[src/rtl/fetch_gate_pkg.sv]
package fetch_gate_pkg;
  localparam int unsigned DEF_CNT_W  = 4;
  localparam int unsigned DEF_HOLD_W = 6;
endpackage

[src/rtl/miss_counter.sv]
module miss_counter #(
  parameter int unsigned CNT_W = 4
) (
  input  logic             clk_i,
  input  logic             rst_ni,
  input  logic             inc_i,
  input  logic             clr_i,
  output logic [CNT_W-1:0] cnt_o
);
  localparam logic [CNT_W-1:0] CNT_MAX = {CNT_W{1'b1}};

  logic [CNT_W-1:0] cnt_q;

  always_ff @(posedge clk_i or negedge rst_ni) begin
    if (!rst_ni)                          cnt_q <= '0;
    else if (clr_i)                       cnt_q <= '0;
    else if (inc_i && (cnt_q != CNT_MAX)) cnt_q <= cnt_q + 1'b1;
  end

  assign cnt_o = cnt_q;

  p_sat_hold_r3: assert property (@(posedge clk_i) disable iff (!rst_ni)
    (cnt_q == CNT_MAX && !clr_i) |=> (cnt_q == CNT_MAX));

  p_inc_step_r2: assert property (@(posedge clk_i) disable iff (!rst_ni)
    (inc_i && !clr_i && cnt_q != CNT_MAX) |=> (cnt_q == $past(cnt_q) + 1'b1));

  p_idle_stable_r2: assert property (@(posedge clk_i) disable iff (!rst_ni)
    (!inc_i && !clr_i) |=> $stable(cnt_q));
endmodule

[src/rtl/hold_timer.sv]
module hold_timer #(
  parameter int unsigned HOLD_W = 6
) (
  input  logic              clk_i,
  input  logic              rst_ni,
  input  logic              load_i,
  input  logic [HOLD_W-1:0] load_val_i,
  output logic              busy_o,
  output logic              last_o
);
  logic [HOLD_W-1:0] rem_q;

  // Length is captured once at load; later input changes are not seen.
  always_ff @(posedge clk_i or negedge rst_ni) begin
    if (!rst_ni)           rem_q <= '0;
    else if (load_i)       rem_q <= load_val_i;
    else if (rem_q != '0)  rem_q <= rem_q - 1'b1;
  end

  assign busy_o = (rem_q != '0);
  assign last_o = (rem_q == HOLD_W'(1));

  p_countdown_r9: assert property (@(posedge clk_i) disable iff (!rst_ni)
    (busy_o && !load_i) |=> (rem_q == $past(rem_q) - 1'b1));

  p_load_len_r6: assert property (@(posedge clk_i) disable iff (!rst_ni)
    load_i |=> (rem_q == $past(load_val_i)));
endmodule

[src/rtl/fetch_gate_ctrl.sv]
module fetch_gate_ctrl
  import fetch_gate_pkg::*;
#(
  parameter int unsigned CNT_W  = DEF_CNT_W,
  parameter int unsigned HOLD_W = DEF_HOLD_W
) (
  input  logic              clk_i,
  input  logic              rst_ni,
  input  logic              br_valid_i,
  input  logic              br_mispred_i,
  input  logic [CNT_W-1:0]  thresh_i,
  input  logic [HOLD_W-1:0] holdoff_i,
  output logic              fetch_en_o,
  output logic              gate_active_o
);
  logic [CNT_W-1:0] miss_cnt;
  logic             gating, gate_last;
  logic             trigger, miss_inc;

  assign trigger  = !gating && (miss_cnt > thresh_i) && (holdoff_i != '0);
  assign miss_inc = br_valid_i && br_mispred_i && !gating && !trigger;

  miss_counter #(.CNT_W(CNT_W)) u_miss_cnt (
    .clk_i  (clk_i),
    .rst_ni (rst_ni),
    .inc_i  (miss_inc),
    .clr_i  (gate_last),
    .cnt_o  (miss_cnt)
  );

  hold_timer #(.HOLD_W(HOLD_W)) u_hold (
    .clk_i      (clk_i),
    .rst_ni     (rst_ni),
    .load_i     (trigger),
    .load_val_i (holdoff_i),
    .busy_o     (gating),
    .last_o     (gate_last)
  );

  assign fetch_en_o    = !gating;
  assign gate_active_o = gating;

  p_trigger_r4: assert property (@(posedge clk_i) disable iff (!rst_ni)
    (!gating && miss_cnt > thresh_i && holdoff_i != '0) |=> !fetch_en_o);

  p_no_trigger_eq_r4: assert property (@(posedge clk_i) disable iff (!rst_ni)
    (!gating && miss_cnt <= thresh_i) |=> fetch_en_o);

  p_zero_hold_r8: assert property (@(posedge clk_i) disable iff (!rst_ni)
    (!gating && holdoff_i == '0) |=> fetch_en_o);

  p_ignore_miss_r7: assert property (@(posedge clk_i) disable iff (!rst_ni)
    (gating && !gate_last) |=> $stable(miss_cnt));

  p_resume_clear_r6: assert property (@(posedge clk_i) disable iff (!rst_ni)
    gate_last |=> (fetch_en_o && miss_cnt == '0));

  p_reset_r1: assert property (@(posedge clk_i)
    !rst_ni |-> (fetch_en_o && !gate_active_o));
endmodule

[config.mk]
export PLATFORM = sky130hd
export DESIGN_NAME = fetch_gate_ctrl
export DESIGN_NICKNAME = d
export VERILOG_FILES = /design/src/rtl/fetch_gate_pkg.sv /design/src/rtl/miss_counter.sv /design/src/rtl/hold_timer.sv /design/src/rtl/fetch_gate_ctrl.sv
export SDC_FILE = /design/constraint.sdc
export NUM_CORES = 1
export LEC_CHECK = 0
export BUFFER_PORTS_ARGS = -buffer_cell sky130_fd_sc_hd__buf_2
export CORE_MARGIN = 5
export CORE_UTILIZATION = 44
export CTS_BUF_LIST = sky130_fd_sc_hd__clkbuf_8
export CTS_CLUSTER_SIZE = 25
export DETAILED_ROUTE_END_ITERATION = 8
export HOLD_SLACK_MARGIN = 0.1
export PLACE_DENSITY_LB_ADDON = 0.1
export SYNTH_ARGS = -nofsm -noshare
export SYNTH_HDL_FRONTEND = slang
export SYNTH_SLANG_ARGS = --single-unit
[constraint.sdc]
create_clock -name clk_i -period 5.2 [get_ports clk_i]
set_input_delay 0.26 -clock clk_i [delete_from_list [all_inputs] [get_ports clk_i]]
set_output_delay 0.26 -clock clk_i [all_outputs]
set_load 0.01 [all_outputs]
==> results.cfg <==
[outcome]
outcome = complete, no violations

[yosys]
synth_area_um2 = 713
synthesis.instances = 77
yosys-top-cells-count = dfrtp_1, inv_1, ha_1
avgSynthCellArea_um2 = 9.26
ys_types = 28
synth-warning-count = 0
syn-num-nets = 99
ys_seq_area_frac = 0.351
synth_top_area_cell = dfrtp_1
synthTopCellsByArea = dfrtp_1, ha_1, inv_1
synth_ff_type = dfrtp_1
ys_async_sr_fraction = 1.00
synth-edff-count = 0
ys_ff_latch = 10
yosys.area.top_type_share = 0.351
yosysMostFrequentCell = dfrtp_1

[detailed_routing]
vias = 624
drt-initial-drc-count = 9
drt-wirelength-per-cell_um = 13.2
ant_nets = 0
drc_errors = 0
via_per_inst = 5.62
drt_wl_total_um = 1470
first_pass_iters = 4

[global_route]
grtUsageTotal = 0.135
grt_pass1_vias = 606
grt_pass1_wl_um = 2550
antenna_found_initial = 0
grt_max_degree = 11
overflow = 0

[setup_path]
worstPathCellList = inv_1 -> ha_1 -> and2_1 -> inv_1 -> buf_2
crit_start = u_hold.rem_q[0]$_DFFE_PN0P_
crit_family = buffers and inverters
critPathMaxStageDelay_ns = 0.44
worst-setup-path-type = reg -> out
critPathMaxFanout = 9
rr_endpoint = u_miss_cnt.cnt_o[2]$_DFFE_PN0P_
worstPathArrival_ns = 1.71
crit_required_ns = 4.94
rrSetupSlack_ns = 3.31
ff2ff_path_depth = 6
reg2reg_from = u_miss_cnt.cnt_o[3]$_DFFE_PN0P_
cp-start-kind = flop
endpoint_kind = output port
crit_top_cell = inv_1
slowest_stage = dfrtp_1
cp_num_buf_inv = 3

[cts]
cts_hold_buf = 1
htree_levels = 1
cts_buffer_depth = 2
postCtsSetupRepairBufs = 0
cts_tree = yes
root_buffer = clkbuf_8
cts.repair.resized = 0
clk_latency_ns = 0.24
clkSlewWorstSetupHoldPaths_ns = 0.05
clkSinkCount = 10
cts_made_buffers = 3

[timing]
period_needed_ns = 1.97
setup_viol = 0
rsz0062_at_grt = no
timing.fmax_mhz = 508
slew_violations = 0
worst_pin_slew_ns = 0.348
period_share = 0.379
slew_headroom = 0.768
tns_ns = 0
skew_ns = 0.00491
finalHoldViolations = 0

[place]
port_buffers = 15
post-dp-hpwl_um = 1160
gp_congestion = 0.711

[die]
fp.dieW_um = 50.3
rows = 14
fp.dieArea_um2 = 2530
ios = 16
start_util = 0.468
die_h_um = 50.3
core_area_um2 = 1520

[finish]
drive_gt1_frac = 0.221
fin_util = 0.561
fin_nets = 119
fillers = 148
syn_to_final_growth_pct = 19.8
antenna_cells = 0

[power]
leakagePower_uw = 0.000401
ir_drop_uv = 202
p_sw_frac = 0.375
p_per_area_nw_per_um2 = 419
p_clk_frac = 0.224
p_comb_frac = 0.365
power.switching_uw = 134
p_int_uw = 224
p_seq_frac = 0.411

[hold_path]
min-delay-start = holdoff_i[3]
hold_path_depth = 3
hold_class = in -> reg
whs_endpoint = u_hold.rem_q[3]$_DFFE_PN0P_

[flow_run]
maxCapViolations = 0
==> worst max path at each step <==
| stage | slack (ns) | depth (start not counted) | to |
|---|---|---|---|
| after CTS | 3.22 | 5 | gate_active_o |
| after floorplan | 3.49 | 6 | u_miss_cnt.cnt_o[3]$_DFFE_PN0P_ |
| after global routing | 3.07 | 5 | gate_active_o |
| final | 3.23 | 5 | gate_active_o |
| after global placement | 3.35 | 6 | u_miss_cnt.cnt_o[2]$_DFFE_PN0P_ |
| after detailed placement | 3.31 | 6 | u_miss_cnt.cnt_o[2]$_DFFE_PN0P_ |
==> worst reg2reg max path, stage by stage, from the launching register on <==
cell and delay, ns:
dfrtp_1 0.40, ha_1 0.34, a21oi_1 0.16, and3_1 0.28, o211ai_4 0.14, or3_1 0.34, a21oi_1 0.15
==> area by class of cell <==
class,instances,area [µm²],area share
clock buffer,3,41.3,0.0483
multi-input combinational,57,424,0.496
sequential,10,250,0.293
tap,16,20.0,0.0234
inverter,9,33.8,0.0395
timing repair buffer,16,85.1,0.0996
==> power by group through the flow <==
| stage | Sequential [µW] | Combinational [µW] | Clock, µW |
|---|---|---|---|
| finish | 147 | 131 | 80.3 |
| global route | 151 | 154 | 87.9 |
| CTS | 147 | 133 | 81.0 |
| detailed placement | 147 | 132 | 0 |
| global placement | 148 | 128 | 0 |
| floorplan | 139 | 103 | 0 |
==> registers in the layout, summed over array words and instances (netlist names) <==
signal / count
u_miss_cnt.cnt_o: 4
u_hold.rem_q: 6
==> logic make-up after synthesis <==
| family | count (synthesis) | share of synthesized area |
|---|---|---|
| DFF | 10 | 0.351 |
| muxes | 1 | 0.0140 |
| and+or+nand+nor | 27 | 0.207 |
| buffers and inverters | 10 | 0.0544 |
| adders and majority gates | 8 | 0.140 |
| AOI/OAI and AO/OA | 17 | 0.184 |
| xor gates and xnor gates | 4 | 0.0491 |
==> routing by layer <==
layer | share of wire | global-route usage | vias to the layer above
li1 | - | - | 317
met1 | 0.47 | 0.165 | 282
met2 | 0.44 | 0.203 | 21
met3 | 0.067 | 0.0473 | 4
met4 | 0.021 | 0.0786 | 0
met5 | 0 | 0 | -
==> metrics by stage <==
stage	setup WS (ns)	hold slack, ns	instances	area (µm²)	power [µW]
5_1_grt	3.07	0.290	111	855	392
6_report	3.23	0.277	111	855	358
4_1_cts	3.22	0.284	111	855	361
3_5_place_dp	3.31	0.139	107	803	279
2_1_floorplan	3.49	-0.0356	77	713	242
3_3_place_gp	3.35	0.137	107	803	277
==> cell usage in the layout (no fill, tap or decap) <==
cell type and count:
buf_2 15, dfrtp_1 10, inv_1 9, ha_1 8
nor2_1 6, nand3_1 5, o21ai_0 5, a21oi_1 4
nor3_1 4, xnor2_1 3, clkbuf_8 3, nor4_1 2
nand2_1 2, a31oi_1 2, or3_1 2, and2_1 1
nand4b_1 1, and3_1 1, or4_4 1, nand4_1 1
o31ai_4 1, o211ai_4 1, and3b_1 1, mux2i_1 1
xor2_1 1, a221oi_1 1, a211oi_1 1, o21a_1 1
o31ai_1 1, dlygate4sd3_1 1
No activity file was read; power rests on OpenSTA's default activity.
